[config.mk]
export PLATFORM = sky130hd
export DESIGN_NAME = lpc_cmd_frontend
export DESIGN_NICKNAME = d
export VERILOG_FILES = /design/src/rtl/lpc_fe_pkg.sv /design/src/rtl/lpc_fe_fifo.sv /design/src/rtl/lpc_fe_seq.sv /design/src/rtl/lpc_cmd_frontend.sv
export SDC_FILE = /design/constraint.sdc
export NUM_CORES = 1
export LEC_CHECK = 0
export BUFFER_PORTS_ARGS = -buffer_cell sky130_fd_sc_hd__buf_4
export CORE_MARGIN = 1.5
export CORE_UTILIZATION = 53
export CTS_CLUSTER_DIAMETER = 50
export DETAILED_ROUTE_END_ITERATION = 16
export PLACE_DENSITY = 0.83
export SLEW_MARGIN = 20
export SYNTH_ARGS = -nofsm -noshare
export SYNTH_HDL_FRONTEND = slang
export SYNTH_SLANG_ARGS = --single-unit
[constraint.sdc]
create_clock -name clk -period 3 [get_ports clk]
set_input_delay 0.15 -clock clk [delete_from_list [all_inputs] [get_ports clk]]
set_output_delay 0.15 -clock clk [all_outputs]
set_load 0.02 [all_outputs]
[src/rtl/lpc_fe_pkg.sv]
// Package: shared register offsets, command layout and sequencer states
// for the LPC host command front end.
package lpc_fe_pkg;

    // Register byte offsets seen by software
    localparam int unsigned OFS_START  = 32'h00;
    localparam int unsigned OFS_STATUS = 32'h04;
    localparam int unsigned OFS_IRQ    = 32'h08;
    localparam int unsigned OFS_LEN    = 32'h10;
    localparam int unsigned OFS_CMD    = 32'h14;
    localparam int unsigned OFS_ADDR   = 32'h20;
    localparam int unsigned OFS_TXDATA = 32'h24;
    localparam int unsigned OFS_RXDATA = 32'h28;

    // Command word, bit 0 = direction (LSB of the packed struct)
    typedef struct packed {
        logic       same_addr;  // bit 3
        logic [1:0] cyc_type;   // bits 2:1
        logic       is_write;   // bit 0
    } cmd_t;

    typedef enum logic [1:0] {
        CYC_IO   = 2'd0,
        CYC_MEM  = 2'd1,
        CYC_FWH  = 2'd2
    } cyc_type_e;

    typedef enum logic {
        SEQ_IDLE = 1'b0,
        SEQ_BUSY = 1'b1
    } seq_state_e;

endpackage

[src/rtl/lpc_fe_fifo.sv]
// Module: lpc_fe_fifo
// Synchronous byte queue with first-word fall-through output.
// Assumes: push into a full queue is dropped, pop of an empty queue is a
// no-op. Push and pop may coincide. DEPTH need not be a power of two.
module lpc_fe_fifo #(
    parameter int WIDTH = 8,
    parameter int DEPTH = 16
) (
    input  logic             clk,
    input  logic             rst_n,
    input  logic             push,
    input  logic [WIDTH-1:0] push_data,
    input  logic             pop,
    output logic [WIDTH-1:0] head,
    output logic             empty,
    output logic             full
);
    localparam int PTR_W = (DEPTH > 1) ? $clog2(DEPTH) : 1;
    localparam int CNT_W = $clog2(DEPTH + 1);

    logic [WIDTH-1:0] mem [DEPTH];
    logic [PTR_W-1:0] wr_ptr;
    logic [PTR_W-1:0] rd_ptr;
    logic [CNT_W-1:0] count;

    logic do_push;
    logic do_pop;

    assign empty   = (count == '0);
    assign full    = (count == CNT_W'(DEPTH));
    assign do_push = push && !full;
    assign do_pop  = pop && !empty;
    assign head    = mem[rd_ptr];

    // Advance a pointer with wrap at the last entry
    function automatic logic [PTR_W-1:0] next_ptr(input logic [PTR_W-1:0] p);
        return (p == PTR_W'(DEPTH - 1)) ? '0 : p + 1'b1;
    endfunction

    // Storage write on accepted push
    always_ff @(posedge clk) begin
        if (do_push) begin
            mem[wr_ptr] <= push_data;
        end
    end

    // Pointer and occupancy bookkeeping
    always_ff @(posedge clk) begin
        if (!rst_n) begin
            wr_ptr <= '0;
            rd_ptr <= '0;
            count  <= '0;
        end else begin
            if (do_push) wr_ptr <= next_ptr(wr_ptr);
            if (do_pop)  rd_ptr <= next_ptr(rd_ptr);
            if (do_push && !do_pop)      count <= count + 1'b1;
            else if (do_pop && !do_push) count <= count - 1'b1;
        end
    end


    full_drop_chk: assert property (@(posedge clk) disable iff (!rst_n)
        (full && push && !pop) |=> (full && $stable(wr_ptr)));


    empty_pop_chk: assert property (@(posedge clk) disable iff (!rst_n)
        (empty && pop && !push) |=> (empty && $stable(rd_ptr)));

endmodule

[src/rtl/lpc_fe_seq.sv]
// Module: lpc_fe_seq
// Transfer sequencer: launches the cycle engine, tracks idle/busy, records
// the result and owns the write-one-to-clear completion flag.
// Assumes: start_req is a decoded start-register write with bit 0 set;
// eng_done is only meaningful while busy. A completion in the same cycle
// as a clear wins.
module lpc_fe_seq
    import lpc_fe_pkg::*;
(
    input  logic clk,
    input  logic rst_n,
    input  logic start_req,
    input  logic len_zero,
    input  logic irq_clr,
    input  logic eng_done,
    input  logic eng_ok,
    output logic eng_start,
    output logic idle,
    output logic finished,
    output logic irq_st
);
    seq_state_e state;

    assign idle = (state == SEQ_IDLE);

    // Sequencer state, start pulse, result and completion flag
    always_ff @(posedge clk) begin
        if (!rst_n) begin
            state     <= SEQ_IDLE;
            eng_start <= 1'b0;
            finished  <= 1'b0;
            irq_st    <= 1'b0;
        end else begin
            eng_start <= 1'b0;
            if (irq_clr) irq_st <= 1'b0;
            case (state)
                SEQ_IDLE: begin
                    if (start_req) begin
                        finished <= 1'b0;
                        if (len_zero) begin
                            irq_st <= 1'b1;
                        end else begin
                            state     <= SEQ_BUSY;
                            eng_start <= 1'b1;
                        end
                    end
                end
                SEQ_BUSY: begin
                    if (eng_done) begin
                        state    <= SEQ_IDLE;
                        finished <= eng_ok;
                        irq_st   <= 1'b1;
                    end
                end
                default: state <= SEQ_IDLE;
            endcase
        end
    end


    launch_chk: assert property (@(posedge clk) disable iff (!rst_n)
        (idle && start_req && !len_zero) |=> (eng_start && !idle));


    busy_ignore_chk: assert property (@(posedge clk) disable iff (!rst_n)
        (!idle && start_req) |=> !eng_start);


    complete_chk: assert property (@(posedge clk) disable iff (!rst_n)
        (!idle && eng_done) |=> (idle && irq_st && (finished == $past(eng_ok))));


    zero_len_chk: assert property (@(posedge clk) disable iff (!rst_n)
        (idle && start_req && len_zero) |=> (idle && irq_st && !finished && !eng_start));


    clear_chk: assert property (@(posedge clk) disable iff (!rst_n)
        (irq_clr && idle && !start_req) |=> !irq_st);

endmodule

[src/rtl/lpc_cmd_frontend.sv]
// Module: lpc_cmd_frontend
// Register front end for a host LPC controller: command, length, address,
// start, status and completion-flag registers plus transmit and receive
// byte queues reached through single data registers.
// Assumes: writes act at the edge with reg_wr high; read data is
// combinational; a receive-data read pops at the edge with reg_rd high.
module lpc_cmd_frontend
    import lpc_fe_pkg::*;
#(
    parameter int ADDR_W     = 8,
    parameter int FIFO_DEPTH = 16
) (
    input  logic                             clk,
    input  logic                             rst_n,
    input  logic [ADDR_W-1:0]                reg_addr,
    input  logic                             reg_wr,
    input  logic                             reg_rd,
    input  logic [31:0]                      reg_wdata,
    output logic [31:0]                      reg_rdata,
    output logic                             irq,
    output logic                             eng_start,
    output logic                             eng_write,
    output logic [1:0]                       eng_cyc_type,
    output logic                             eng_same_addr,
    output logic [31:0]                      eng_addr,
    output logic [$clog2(FIFO_DEPTH+1)-1:0]  eng_len,
    output logic [7:0]                       eng_tx_data,
    output logic                             eng_tx_avail,
    input  logic                             eng_tx_pop,
    input  logic [7:0]                       eng_rx_data,
    input  logic                             eng_rx_push,
    input  logic                             eng_done,
    input  logic                             eng_ok
);
    localparam int LEN_W = $clog2(FIFO_DEPTH + 1);
    localparam logic [ADDR_W-1:0] A_START  = ADDR_W'(OFS_START);
    localparam logic [ADDR_W-1:0] A_STATUS = ADDR_W'(OFS_STATUS);
    localparam logic [ADDR_W-1:0] A_IRQ    = ADDR_W'(OFS_IRQ);
    localparam logic [ADDR_W-1:0] A_LEN    = ADDR_W'(OFS_LEN);
    localparam logic [ADDR_W-1:0] A_CMD    = ADDR_W'(OFS_CMD);
    localparam logic [ADDR_W-1:0] A_ADDR   = ADDR_W'(OFS_ADDR);
    localparam logic [ADDR_W-1:0] A_TXDATA = ADDR_W'(OFS_TXDATA);
    localparam logic [ADDR_W-1:0] A_RXDATA = ADDR_W'(OFS_RXDATA);

    cmd_t             cmd_q;
    logic [LEN_W-1:0] len_q;
    logic [31:0]      addr_q;

    logic idle, finished, irq_st;
    logic start_req, irq_clr;
    logic tx_push, tx_empty, tx_full;
    logic rx_pop, rx_empty, rx_full;
    logic [7:0] rx_head;

    // Bus write decode
    assign start_req = reg_wr && (reg_addr == A_START) && reg_wdata[0];
    assign irq_clr   = reg_wr && (reg_addr == A_IRQ) && reg_wdata[1];
    assign tx_push   = reg_wr && (reg_addr == A_TXDATA);
    assign rx_pop    = reg_rd && (reg_addr == A_RXDATA);

    // Configuration registers: command, length (0..depth only), address
    always_ff @(posedge clk) begin
        if (!rst_n) begin
            cmd_q  <= '0;
            len_q  <= '0;
            addr_q <= '0;
        end else if (reg_wr) begin
            if (reg_addr == A_CMD)  cmd_q  <= cmd_t'(reg_wdata[3:0]);
            if (reg_addr == A_ADDR) addr_q <= reg_wdata;
            if (reg_addr == A_LEN && reg_wdata <= 32'(FIFO_DEPTH))
                len_q <= LEN_W'(reg_wdata);
        end
    end

    // Command fields toward the cycle engine
    assign eng_write     = cmd_q.is_write;
    assign eng_cyc_type  = cmd_q.cyc_type;
    assign eng_same_addr = cmd_q.same_addr;
    assign eng_addr      = addr_q;
    assign eng_len       = len_q;
    assign eng_tx_avail  = !tx_empty;
    assign irq           = irq_st;

    lpc_fe_seq i_seq (
        .clk       (clk),
        .rst_n     (rst_n),
        .start_req (start_req),
        .len_zero  (len_q == '0),
        .irq_clr   (irq_clr),
        .eng_done  (eng_done),
        .eng_ok    (eng_ok),
        .eng_start (eng_start),
        .idle      (idle),
        .finished  (finished),
        .irq_st    (irq_st)
    );

    lpc_fe_fifo #(.WIDTH(8), .DEPTH(FIFO_DEPTH)) i_tx_fifo (
        .clk       (clk),
        .rst_n     (rst_n),
        .push      (tx_push),
        .push_data (reg_wdata[7:0]),
        .pop       (eng_tx_pop),
        .head      (eng_tx_data),
        .empty     (tx_empty),
        .full      (tx_full)
    );

    lpc_fe_fifo #(.WIDTH(8), .DEPTH(FIFO_DEPTH)) i_rx_fifo (
        .clk       (clk),
        .rst_n     (rst_n),
        .push      (eng_rx_push),
        .push_data (eng_rx_data),
        .pop       (rx_pop),
        .head      (rx_head),
        .empty     (rx_empty),
        .full      (rx_full)
    );

    // Bus read multiplexer
    always_comb begin
        reg_rdata = '0;
        case (reg_addr)
            A_STATUS: reg_rdata = {30'd0, finished, idle};
            A_IRQ:    reg_rdata = {30'd0, irq_st, 1'b0};
            A_LEN:    reg_rdata = 32'(len_q);
            A_CMD:    reg_rdata = 32'(cmd_q);
            A_ADDR:   reg_rdata = addr_q;
            A_RXDATA: reg_rdata = rx_empty ? 32'd0 : 32'(rx_head);
            default:  reg_rdata = '0;
        endcase
    end


    len_range_chk: assert property (@(posedge clk) disable iff (!rst_n)
        (eng_len <= LEN_W'(FIFO_DEPTH)));


    start_idle_chk: assert property (@(posedge clk) disable iff (!rst_n)
        eng_start |-> ($past(idle) && !idle));


    tx_bound_chk: assert property (@(posedge clk) disable iff (!rst_n)
        (tx_full && tx_push && !eng_tx_pop) |=> tx_full);


    rx_empty_read_chk: assert property (@(posedge clk) disable iff (!rst_n)
        (rx_pop && rx_empty) |-> (reg_rdata == 32'd0));

endmodule

==> out/metrics.json, run 1 <==
{
  "synthTopCellsByArea": {"value": "edfxtp_1, mux4_2, dfxtp_1, nand2_1, a21oi_1"},
  "track_usage": {"value": 0.249},
  "final.setup.tns": {"value": 0, "unit": "ns"},
  "synth-edff-count": {"value": 256},
  "gpl.final_weighted_congestion": {"value": 0.880},
  "reg2reg_setup_slack": {"value": 0.23, "unit": "ns"},
  "floorplan.rows": {"value": 58},
  "dominant_cell_type_by_area_after_synthesis": {"value": "edfxtp_1"},
  "grt_util_met2": {"value": 0.444},
  "yosys.cell_count.top_type": {"value": "edfxtp_1"},
  "rr_startpoint": {"value": "i_rx_fifo.count[0]$_SDFFE_PN0P_"},
  "final-setup-viol-count": {"value": 0},
  "rr_worst_depth": {"value": 10},
  "worstHoldPathType": {"value": "in -> reg"},
  "chipHeight": {"value": 164, "unit": "um"},
  "design_area": {"value": 16700, "unit": "um^2"},
  "numPortBuffers": {"value": 139},
  "n_fill_cell": {"value": 1649},
  "irDropWorstVdd": {"value": 0.585, "unit": "mV"},
  "detailed_place.area": {"value": 15200, "unit": "um^2"},
  "critical_path_arrival": {"value": 2.78, "unit": "ns"},
  "per_instance_average_area_after_synthesis": {"value": 15.4, "unit": "um^2"},
  "max-slew-margin-rel": {"value": 0.262},
  "fmax": {"value": 342, "unit": "MHz"},
  "grtUsageMet3": {"value": 0.0472},
  "report.final.hold_viol_count": {"value": 0},
  "gr_busiest_metal": {"value": "met2"},
  "grt_setup_unrepaired": {"value": "no"},
  "timing_worst_setup_path_type": {"value": "reg -> out"},
  "layout-drive-gt1-share": {"value": 0.284},
  "timing.final.crit_share": {"value": 0.976},
  "cts-root-buf": {"value": "clkbuf_16"},
  "floorplan.core_area": {"value": 25300, "unit": "um^2"},
  "tritoncts_num_sinks": {"value": 335},
  "post_synthesis_cell_area": {"value": 13700, "unit": "um^2"},
  "cp-start-kind": {"value": "flop"},
  "cts.clk_slew.worst_paths": {"value": 0.06, "unit": "ns"},
  "grtUsageMet1": {"value": 0.313},
  "count_of_vias_placed_by_the_detailed_router": {"value": 8535},
  "flow.area_growth_from_synthesis": {"value": 22.1, "unit": "%"},
  "mappedNetlistNets": {"value": 965},
  "post_drt_wl_per_cell": {"value": 22.9, "unit": "um"},
  "static-leakage-power": {"value": 5.80, "unit": "nW"},
  "globalRouteOverflowTotal": {"value": 0},
  "route.final.wire_length": {"value": 33100, "unit": "um"},
  "worst_hold_path_cells": {"value": 1},
  "fin_hold_ws": {"value": 0.0221, "unit": "ns"},
  "drv_slew": {"value": 0},
  "postSynth.topFlopCell": {"value": "edfxtp_1"},
  "finish.net_count": {"value": 1168},
  "initial_antenna_violation_count": {"value": 0},
  "postCtsSetupRepairBufs": {"value": 0},
  "clock-skew-final": {"value": 0.0175, "unit": "ns"},
  "power.density_cell_area": {"value": 643, "unit": "nW/um^2"},
  "hold_end": {"value": "i_tx_fifo.mem[0][6]$_DFFE_PP_"},
  "cp_data_required_time": {"value": 2.85, "unit": "ns"},
  "vias_per_cell": {"value": 5.90},
  "synth.top_cells.by_count": {"value": "edfxtp_1, nand2_1, dfxtp_1, mux4_2, a21oi_1"},
  "cts_made_buffers": {"value": 35},
  "floorplan.die_area": {"value": 26800, "unit": "um^2"},
  "async_reset_ff_frac": {"value": 0},
  "outcome": {"value": "finished, final reports clean"},
  "antenna_cells": {"value": 0},
  "synth.lib_cells_used.distinct": {"value": 53},
  "wire_length_of_the_first_global_routing_pass": {"value": 49400, "unit": "um"},
  "timing.final.crit_period": {"value": 2.93, "unit": "ns"},
  "worstSkewPairLatency": {"value": 0.51, "unit": "ns"},
  "h-tree-depth": {"value": 2},
  "drt_pass1_iterations": {"value": 6},
  "max_slew.worst_pin.slew": {"value": 1.11, "unit": "ns"},
  "antenna_violating_nets_left": {"value": 0},
  "ys_seq_area_frac": {"value": 0.677},
  "timing.hold.worst.start": {"value": "reg_wdata[6]"},
  "synth_top_area_frac": {"value": 0.562},
  "end_kind": {"value": "output pin"},
  "post_synth_inst_count": {"value": 889},
  "worstReg2RegEnd": {"value": "i_rx_fifo.count[4]$_SDFFE_PN0P_"},
  "first_global_vias": {"value": 8560},
  "biggest_fanout_along_the_worst_timing_path": {"value": 14},
  "yosysWarnings": {"value": 0},
  "grt_start_max_net_pins": {"value": 64},
  "drc": {"value": 0},
  "clock_path_buffers": {"value": 3},
  "floorplan.die.width": {"value": 164, "unit": "um"},
  "place_hpwl": {"value": 21700, "unit": "um"},
  "drtIter0Drc": {"value": 721},
  "effective_utilization_at_floorplan": {"value": 0.542},
  "ys_seq_elements": {"value": 335},
  "tritoncts": {"value": "done"},
  "cap_violations": {"value": 0},
  "io_pins": {"value": 140}
}
-- cell usage in the layout (no fill, tap or decap), types with 6 or more instances in the layout --
cell type,Yosys,layout
a21oi_1,51,50
a31oi_1,9,9
inv_1,16,16
nand2_1,95,95
dlygate4sd3_1,0,38
nand3b_1,9,9
xor2_1,6,6
edfxtp_1,256,256
nor4_1,10,9
nand3_1,19,19
o211ai_1,6,6
ha_1,18,18
mux4_2,72,72
clkbuf_16,0,37
a21o_1,8,8
a22oi_1,8,8
o21ai_0,10,10
mux2i_1,20,20
nor2_1,39,39
and3_1,9,9
nor3_1,14,14
dfxtp_1,79,77
clkinv_2,0,9
clkbuf_1,34,7
buf_4,0,174
and2_1,32,32
-- flip-flops by register name, summed over array words and instances, names as in the netlist, 2 cells and up, named ones only --
register / cells
i_tx_fifo.mem: 128
eng_len: 5
eng_cyc_type: 2
i_rx_fifo.rd_ptr: 4
eng_addr: 32
i_rx_fifo.wr_ptr: 4
i_tx_fifo.count: 5
i_tx_fifo.rd_ptr: 4
i_tx_fifo.wr_ptr: 4
i_rx_fifo.mem: 128
i_rx_fifo.count: 5
-- how the worst max path moves through the flow --
stage,end,startpoint,slack (ns)
after global routing,reg_rdata[3],flop,0.0009
final,reg_rdata[3],flop,0.07
after floorplan,i_rx_fifo.count[4]$_SDFFE_PN0P_,i_rx_fifo.count[0]$_SDFFE_PN0P_,0.15
after CTS,reg_rdata[3],flop,0.07
after detailed placement,i_tx_fifo.count[4]$_SDFFE_PN0P_,reg_addr[4],0.09
after global placement,i_tx_fifo.count[4]$_SDFFE_PN0P_,reg_addr[4],0.12
-- per-layer routing --
layer	vias to the layer above	routed length, um
met2	342	17700
li1	3842	-
met1	4288	12500
met5	-	0
met3	63	2260
met4	0	685
-- logic make-up after synthesis --
kind of cell,Yosys count,share of synthesized area
adder cells (fa/ha/maj),20,0.0194
flip-flops,335,0.677
XOR/XNOR,8,0.00512
multiplexers,95,0.136
AND/OR/NAND/NOR,255,0.0930
AO/OA/AOI/OAI,112,0.0513
buffers and inverters,64,0.0186
-- metrics by stage --
step / utilization / std cells / worst slack, ns / power (mW)
after CTS: 0.661 / 1447 / 0.0683 / 10.8
after global placement: 0.604 / 1347 / 0.123 / 6.67
after detailed placement: 0.604 / 1347 / 0.0889 / 6.72
after floorplan: - / 889 / 0.146 / 6.21
final: 0.662 / 1447 / 0.0725 / 10.7
after global routing: 0.662 / 1447 / 0.000912 / 11.1
-- cell type report --
| cell class | count | area [um^2] | share of cell area |
|---|---|---|---|
| Timing Repair Buffer | 213 | 1710 | 0.102 |
| Tap cell | 330 | 413 | 0.0247 |
| Multi-Input combinational cell | 490 | 4180 | 0.250 |
| Sequential cell | 335 | 9270 | 0.555 |
| Clock inverter | 18 | 125 | 0.00749 |
| Clock buffer | 44 | 952 | 0.0570 |
| Inverter | 17 | 63.8 | 0.00382 |
-- power breakdown --
group / total [mW] / internal [mW] / switching [mW] / leakage, nW
registers: 5.19 / 5.10 / 0.0918 / 2.95
clock network: 4.06 / 2.34 / 1.72 / 0.523
logic: 1.49 / 0.728 / 0.764 / 2.34
total: 10.7 / 8.17 / 2.57 / 5.80
-- critical path, cell delays in order, from the launching register on --
cell     delay (ns)
dfxtp_2        0.66
mux4_2         0.60
a22oi_1        0.40
a31oi_1        0.24
a21o_1         0.20
buf_4          0.15
-- repair_timing --
| item | in CTS | in global routing |
|---|---|---|
| gates resized for setup | 0 | 2 |
| hold endpoints to repair | 161 | 0 |
| endpoints found under the setup margin | 0 | 1 |
| hold buffers | 38 | 0 |
No activity file was read; power rests on OpenSTA's default activity.
==> run 2: changes to the inputs <==
--- a/config.mk
+++ b/config.mk
@@ -10,6 +10,7 @@
 export CORE_UTILIZATION = 53
 export CTS_CLUSTER_DIAMETER = 50
 export DETAILED_ROUTE_END_ITERATION = 16
+export MAX_ROUTING_LAYER = met4
 export PLACE_DENSITY = 0.83
 export SLEW_MARGIN = 20
 export SYNTH_ARGS = -nofsm -noshare
==> run 2 against run 1 <==
  * Hold slack improved by 0.0079 ns
  * Critical path type unchanged
  * Highest routed layer unchanged
  * Critical path depth increased by 1
  * Setup slack improved by 0.089 ns
  * Combinational power about the same
  * First-iteration DRC count increased by 5.7%
  * Utilization about the same
  * Routed wire length increased by 0.51%
  * Final cell count unchanged
  * Die area unchanged
  * Clock skew about the same
==> out/metrics.json, run 2 (same netlist as run 1, synthesis figures left out) <==
{
  "timing.critical_path.cells": {"value": "buf_12 -> mux4_2 -> a22oi_1 -> a31oi_1 -> a21o_1 -> buf_4"},
  "cp_data_required_time": {"value": 2.85, "unit": "ns", "change": "about the same"},
  "tritoncts": {"value": "done"},
  "tritoncts_num_sinks": {"value": 335, "change": "unchanged"},
  "worstHoldPathType": {"value": "in -> reg"},
  "antenna_cells": {"value": 0, "change": "unchanged"},
  "biggest_fanout_along_the_worst_timing_path": {"value": 24, "change": "+10"},
  "layout.core_utilization": {"value": 0.662, "change": "about the same"},
  "drtIter0Drc": {"value": 762, "change": "+5.7%"},
  "timing.final.crit_period": {"value": 2.84, "unit": "ns", "change": "-0.0885 ns"},
  "fmax": {"value": 352, "unit": "MHz", "change": "+3.1%"},
  "max-slew-margin-rel": {"value": 0.252, "change": "-0.0101"},
  "floorplan.rows": {"value": 58, "change": "unchanged"},
  "layout.cells.most_common": {"value": "edfxtp_1"},
  "cap_violations": {"value": 0, "change": "unchanged"},
  "place_hpwl": {"value": 21700, "unit": "um", "change": "unchanged"},
  "timing_worst_setup_path_type": {"value": "reg -> out"},
  "irDropWorstVdd": {"value": 0.579, "unit": "mV", "change": "-1.0%"},
  "grt_start_max_net_pins": {"value": 64, "change": "unchanged"},
  "post_drt_wl_per_cell": {"value": 23.0, "unit": "um", "change": "+0.51%"},
  "report.final.hold_viol_count": {"value": 0, "change": "unchanged"},
  "layout.cells.most_common_list": {"value": "edfxtp_1, buf_4, nand2_1"},
  "rr_worst_depth": {"value": 10, "change": "unchanged"},
  "floorplan.core_area": {"value": 25300, "unit": "um^2", "change": "unchanged"},
  "effective_utilization_at_floorplan": {"value": 0.542, "change": "unchanged"},
  "cts_made_buffers": {"value": 35, "change": "unchanged"},
  "postCtsSetupRepairBufs": {"value": 0, "change": "unchanged"},
  "final.setup.tns": {"value": 0, "unit": "ns", "change": "unchanged"},
  "critical_path_arrival": {"value": 2.69, "unit": "ns", "change": "-0.09 ns"},
  "cts.clk_slew.worst_paths": {"value": 0.06, "unit": "ns", "change": "about the same"},
  "worstReg2RegEnd": {"value": "i_rx_fifo.count[4]$_SDFFE_PN0P_"},
  "count_of_vias_placed_by_the_detailed_router": {"value": 8539, "change": "+0.047%"},
  "critical_path.max_stage_delay": {"value": 0.57, "unit": "ns", "change": "-0.09 ns"},
  "drv_slew": {"value": 0, "change": "unchanged"},
  "first_global_vias": {"value": 8550, "change": "-0.12%"},
  "cpMaxStageDelayCell": {"value": "dfxtp_1"},
  "clock_path_buffers": {"value": 3, "change": "unchanged"},
  "setup_slack": {"value": 0.161, "unit": "ns", "change": "+0.0885 ns"},
  "clock-skew-final": {"value": 0.0179, "unit": "ns", "change": "+0.000400 ns"},
  "power.density_cell_area": {"value": 643, "unit": "nW/um^2", "change": "about the same"},
  "placed_cells_incl_taps": {"value": 1347, "change": "unchanged"},
  "h-tree-depth": {"value": 2, "change": "unchanged"},
  "finalNonFillerCells": {"value": 1447, "change": "unchanged"},
  "initial_antenna_violation_count": {"value": 0, "change": "unchanged"},
  "cp-start-kind": {"value": "flop"},
  "timing.hold.worst.start": {"value": "reg_wdata[2]"},
  "route.final.wire_length": {"value": 33300, "unit": "um", "change": "+0.51%"},
  "worst_slack_placed": {"value": 0.0889, "unit": "ns", "change": "unchanged"},
  "detailed_place.area": {"value": 15200, "unit": "um^2", "change": "unchanged"},
  "grt_setup_unrepaired": {"value": "no"},
  "gpl.final_weighted_congestion": {"value": 0.895, "change": "+1.7%"},
  "track_usage": {"value": 0.257, "change": "+0.00812"},
  "globalRouteOverflowTotal": {"value": 0, "change": "unchanged"},
  "floorplan.die_area": {"value": 26800, "unit": "um^2", "change": "unchanged"},
  "cts-root-buf": {"value": "clkbuf_16"},
  "finish.net_count": {"value": 1168, "change": "unchanged"},
  "final-setup-viol-count": {"value": 0, "change": "unchanged"},
  "max_slew.worst_pin.slew": {"value": 1.12, "unit": "ns", "change": "+0.0151 ns"},
  "io_pins": {"value": 140, "change": "unchanged"},
  "layout-drive-gt1-share": {"value": 0.284, "change": "unchanged"},
  "timing.final.crit_share": {"value": 0.946, "change": "-0.0295"},
  "drc": {"value": 0, "change": "unchanged"},
  "vias_per_cell": {"value": 5.90, "change": "about the same"},
  "worstSkewPairLatency": {"value": 0.51, "unit": "ns", "change": "about the same"},
  "antenna_violating_nets_left": {"value": 0, "change": "unchanged"},
  "worst_hold_path_cells": {"value": 1, "change": "unchanged"},
  "numPortBuffers": {"value": 139, "change": "unchanged"},
  "floorplan.die.width": {"value": 164, "unit": "um", "change": "unchanged"},
  "chipHeight": {"value": 164, "unit": "um", "change": "unchanged"},
  "end_kind": {"value": "output pin"},
  "design_area": {"value": 16700, "unit": "um^2", "change": "about the same"},
  "outcome": {"value": "finished, final reports clean"},
  "rr_startpoint": {"value": "i_rx_fifo.count[0]$_SDFFE_PN0P_"},
  "static-leakage-power": {"value": 5.81, "unit": "nW", "change": "about the same"},
  "hold_end": {"value": "i_tx_fifo.mem[2][2]$_DFFE_PP_"},
  "reg2reg_setup_slack": {"value": 0.23, "unit": "ns", "change": "about the same"},
  "flow.area_growth_from_synthesis": {"value": 22.1, "unit": "%", "change": "about the same"},
  "wire_length_of_the_first_global_routing_pass": {"value": 49500, "unit": "um", "change": "+0.11%"},
  "drt_pass1_iterations": {"value": 5, "change": "-1"}
}
[run 2: final cells by class]
| type | count | area, um^2 |
|---|---|---|
| sequential | 335 | 9270 |
| fill | 1648 | 8540 |
| multi-input combinational | 490 | 4180 |
| timing repair buffer | 213 | 1710 |
| clock buffer | 44 | 952 |
| tap | 330 | 413 |
| clock inverter | 18 | 125 |
| inverter | 17 | 63.8 |
[run 2: worst max path at each step]
| stage | endpoint | slack [ns] | cells past startpoint | startpoint |
|---|---|---|---|---|
| after global routing | i_tx_fifo.count[4]$_SDFFE_PN0P_ | 0.03 | 9 | i_tx_fifo.count[0]$_SDFFE_PN0P_ |
| after global placement | i_tx_fifo.count[4]$_SDFFE_PN0P_ | 0.12 | 11 | reg_addr[4] |
| after floorplan | i_rx_fifo.count[4]$_SDFFE_PN0P_ | 0.15 | 11 | i_rx_fifo.count[0]$_SDFFE_PN0P_ |
| after CTS | reg_rdata[3] | 0.07 | 5 | flop |
| final | reg_rdata[3] | 0.16 | 6 | flop |
| after detailed placement | i_tx_fifo.count[4]$_SDFFE_PN0P_ | 0.09 | 11 | reg_addr[4] |
[run 2: metrics by stage]
stage | power [mW] | hold slack [ns]
detailed placement | 6.72 | 0.416
CTS | 10.8 | 0.00615
floorplan | 6.21 | 0.249
global placement | 6.67 | 0.409
finish | 10.7 | 0.0300
global route | 11.1 | 0.00383
[run 2: worst max-delay path, delay by kind of cell, from the launching register on]
| family | cells | cell delay, ns |
|---|---|---|
| AOI/OAI and AO/OA | 3 | 0.84 |
| buffers and inverters | 2 | 0.40 |
| DFF | 1 | 0.57 |
| muxes | 1 | 0.35 |
[run 2: metal layers]
layer,global-route usage,part of all wire,vias up
met3,0.0462,0.066,61
li1,-,-,3850
met4,0.0665,0.021,0
met2,0.442,0.53,365
met1,0.315,0.38,4263
met5,-,0,-
[run 2: power by group]
| part | switching, mW | leakage, nW | internal [mW] |
|---|---|---|---|
| combinational | 0.762 | 2.34 | 0.728 |
| clock | 1.72 | 0.523 | 2.34 |
| sequential | 0.0914 | 2.95 | 5.10 |
[run 2: timing repair]
item | in CTS | in global routing
endpoints found under the setup margin | 0 | 2
hold buffers | 38 | 0
endpoints found under the hold margin | 161 | 0
gates resized for setup | 0 | 3
==> run 3: changes to the inputs <==
--- a/config.mk
+++ b/config.mk
@@ -5,13 +5,13 @@
 export SDC_FILE = /design/constraint.sdc
 export NUM_CORES = 1
 export LEC_CHECK = 0
-export BUFFER_PORTS_ARGS = -buffer_cell sky130_fd_sc_hd__buf_4
 export CORE_MARGIN = 1.5
-export CORE_UTILIZATION = 53
+export CORE_UTILIZATION = 57
 export CTS_CLUSTER_DIAMETER = 50
 export DETAILED_ROUTE_END_ITERATION = 16
+export DONT_BUFFER_PORTS = 1
 export MAX_ROUTING_LAYER = met4
-export PLACE_DENSITY = 0.83
+export PLACE_DENSITY = 0.82
 export SLEW_MARGIN = 20
 export SYNTH_ARGS = -nofsm -noshare
 export SYNTH_HDL_FRONTEND = slang
==> run 3 against run 2 <==
  * Total power increased by 3.8%
  * Global-route usage rose by 2.2 points
  * Sequential share of layout area increased by 2.8 points
  * Maximum frequency decreased by 1.9%
  * Flip-flop and latch count did not move
  * Final cell count down 9.3%
  * Utilization increased by 1.4 points
  * Clock skew up 0.010 ns
  * Die area decreased by 6.9%
  * Non-clock buffer count shrank 131
==> out/metrics.json, run 3 (same netlist as run 1, synthesis figures left out) <==
{
  "outcome": {"value": "finished, final reports clean"},
  "detailed_place.area": {"value": 14200, "unit": "um^2", "change": "-7.0%"},
  "cts.clk_slew.worst_paths": {"value": 0.06, "unit": "ns", "change": "about the same"},
  "flow.area_growth_from_synthesis": {"value": 16.2, "unit": "%"},
  "drtIter0Drc": {"value": 947, "change": "+24%"},
  "layout.cells.most_common": {"value": "edfxtp_1"},
  "cap_violations": {"value": 0, "change": "unchanged"},
  "numPortBuffers": {"value": 0, "change": "-100%"},
  "grt_start_max_net_pins": {"value": 64, "change": "unchanged"},
  "static-leakage-power": {"value": 5.19, "unit": "nW", "change": "-11%"},
  "worstHoldPathType": {"value": "in -> reg"},
  "cts_made_buffers": {"value": 37, "change": "+5.7%"},
  "final-setup-viol-count": {"value": 0, "change": "unchanged"},
  "drv_slew": {"value": 0, "change": "unchanged"},
  "timing.final.crit_period": {"value": 2.89, "unit": "ns", "change": "+0.0545 ns"},
  "floorplan.rows": {"value": 56, "change": "-3.4%"},
  "postCtsSetupRepairBufs": {"value": 0, "change": "unchanged"},
  "cp-start-kind": {"value": "flop"},
  "clock-skew-final": {"value": 0.0282, "unit": "ns", "change": "+0.0103 ns"},
  "worst_slack_placed": {"value": 0.173, "unit": "ns", "change": "+0.0844 ns"},
  "tritoncts_num_sinks": {"value": 335, "change": "unchanged"},
  "effective_utilization_at_floorplan": {"value": 0.581, "change": "+0.0394"},
  "cts-root-buf": {"value": "clkbuf_16"},
  "max-slew-margin-rel": {"value": 0.414, "change": "+0.162"},
  "route.final.wire_length": {"value": 33300, "unit": "um", "change": "+0.11%"},
  "end_kind": {"value": "output pin"},
  "design_area": {"value": 15900, "unit": "um^2", "change": "-4.9%"},
  "max_slew.worst_pin.slew": {"value": 0.877, "unit": "ns", "change": "-0.244 ns"},
  "post_drt_wl_per_cell": {"value": 25.4, "unit": "um", "change": "+10%"},
  "count_of_vias_placed_by_the_detailed_router": {"value": 8185, "change": "-4.1%"},
  "track_usage": {"value": 0.279, "change": "+0.0219"},
  "initial_antenna_violation_count": {"value": 1, "change": "+1"},
  "power.density_cell_area": {"value": 701, "unit": "nW/um^2", "change": "+9.1%"},
  "cp_data_required_time": {"value": 2.85, "unit": "ns", "change": "about the same"},
  "setup_slack": {"value": 0.106, "unit": "ns", "change": "-0.0545 ns"},
  "drc": {"value": 0, "change": "unchanged"},
  "floorplan.die_area": {"value": 25000, "unit": "um^2", "change": "-6.9%"},
  "vias_per_cell": {"value": 6.23, "change": "+5.6%"},
  "grt_setup_unrepaired": {"value": "no"},
  "layout.cells.most_common_list": {"value": "edfxtp_1, nand2_1, dfxtp_1"},
  "timing.final.crit_share": {"value": 0.965, "change": "+0.0182"},
  "drt_pass1_iterations": {"value": 5, "change": "unchanged"},
  "layout-drive-gt1-share": {"value": 0.176, "change": "-0.107"},
  "h-tree-depth": {"value": 2, "change": "unchanged"},
  "globalRouteOverflowTotal": {"value": 0, "change": "unchanged"},
  "wire_length_of_the_first_global_routing_pass": {"value": 49100, "unit": "um", "change": "-0.74%"},
  "report.final.hold_viol_count": {"value": 0, "change": "unchanged"},
  "fmax": {"value": 346, "unit": "MHz", "change": "-1.9%"},
  "critical_path_arrival": {"value": 2.74, "unit": "ns", "change": "+0.05 ns"},
  "biggest_fanout_along_the_worst_timing_path": {"value": 8, "change": "-67%"},
  "worstSkewPairLatency": {"value": 0.53, "unit": "ns", "change": "+0.02 ns"},
  "floorplan.core_area": {"value": 23500, "unit": "um^2", "change": "-6.8%"},
  "chipHeight": {"value": 158, "unit": "um", "change": "-3.5%"},
  "antenna_violating_nets_left": {"value": 0, "change": "unchanged"},
  "p_total": {"value": 11.2, "unit": "mW", "change": "+3.8%"},
  "final.setup.tns": {"value": 0, "unit": "ns", "change": "unchanged"},
  "gpl.final_weighted_congestion": {"value": 0.853, "change": "-4.6%"},
  "irDropWorstVdd": {"value": 0.589, "unit": "mV", "change": "+1.7%"},
  "finish.net_count": {"value": 1039, "change": "-11%"},
  "place_hpwl": {"value": 20200, "unit": "um", "change": "-7.0%"},
  "tritoncts": {"value": "done"},
  "clock_path_buffers": {"value": 3, "change": "unchanged"},
  "io_pins": {"value": 140, "change": "unchanged"},
  "first_global_vias": {"value": 8202, "change": "-4.1%"},
  "timing_worst_setup_path_type": {"value": "reg -> out"},
  "floorplan.die.width": {"value": 158, "unit": "um", "change": "-3.5%"}
}
run 3: final cells by class:
| type | instances | area, um^2 |
|---|---|---|
| diodes | 2 | 5.00 |
| flip-flops and latches | 335 | 9270 |
| fillers | 1526 | 7640 |
| inverters | 17 | 65.1 |
| repair buffers | 82 | 746 |
| clock buffers | 52 | 1030 |
| clock inverters | 16 | 213 |
| well taps | 319 | 399 |
| multi-input cells | 490 | 4170 |
run 3: through the flow:
| step | util | hold WS, ns | std cells |
|---|---|---|---|
| final | 0.675 | 0.0303 | 1313 |
| after global routing | 0.675 | 0.0455 | 1312 |
| after CTS | 0.675 | 0.0157 | 1311 |
| after detailed placement | 0.602 | 0.250 | 1196 |
| after global placement | 0.602 | 0.250 | 1196 |
| after floorplan | - | 0.249 | 889 |
run 3: timing repair:
item	4_1_cts	5_1_grt
endpoints found under the setup margin	0	1
gates resized for setup	0	1
endpoints found under the hold margin	319	0
hold buffers	47	0
run 3: per-layer routing:
metal | vias to the layer above | GRT usage | routed length (um)
li1 | 3578 | - | -
met1 | 4089 | 0.335 | 12300
met2 | 396 | 0.467 | 17200
met3 | 122 | 0.0580 | 2380
met4 | 0 | 0.106 | 1440
met5 | - | - | 0
run 3: report_power, final:
part / internal (mW) / switching [mW] / total, mW
sequential: 5.10 / 0.113 / 5.21
combinational: 0.640 / 0.689 / 1.33
clock: 2.78 / 1.83 / 4.61
total: 8.52 / 2.63 / 11.2
run 3: critical path: stages, from the launching register on:
cell       delay, ns
dfxtp_1         0.34
or4_1           0.55
buf_4           0.18
o2111ai_1       0.65
a31oi_1         0.21
a21o_1          0.30
run 3: final timing paths:
kind                                   start                               to  slack, ns  cells past startpoint
max          i_rx_fifo.count[1]$_SDFFE_PN0P_                     reg_rdata[5]       0.11                      5
min                             reg_wdata[6]          eng_len[2]$_SDFFE_PN0P_       0.03                      4
max reg2reg  i_tx_fifo.count[1]$_SDFFE_PN0P_  i_tx_fifo.count[4]$_SDFFE_PN0P_       0.21                      9
min reg2reg      i_seq.finished$_SDFFE_PN0P_      i_seq.finished$_SDFFE_PN0P_       0.51                      2
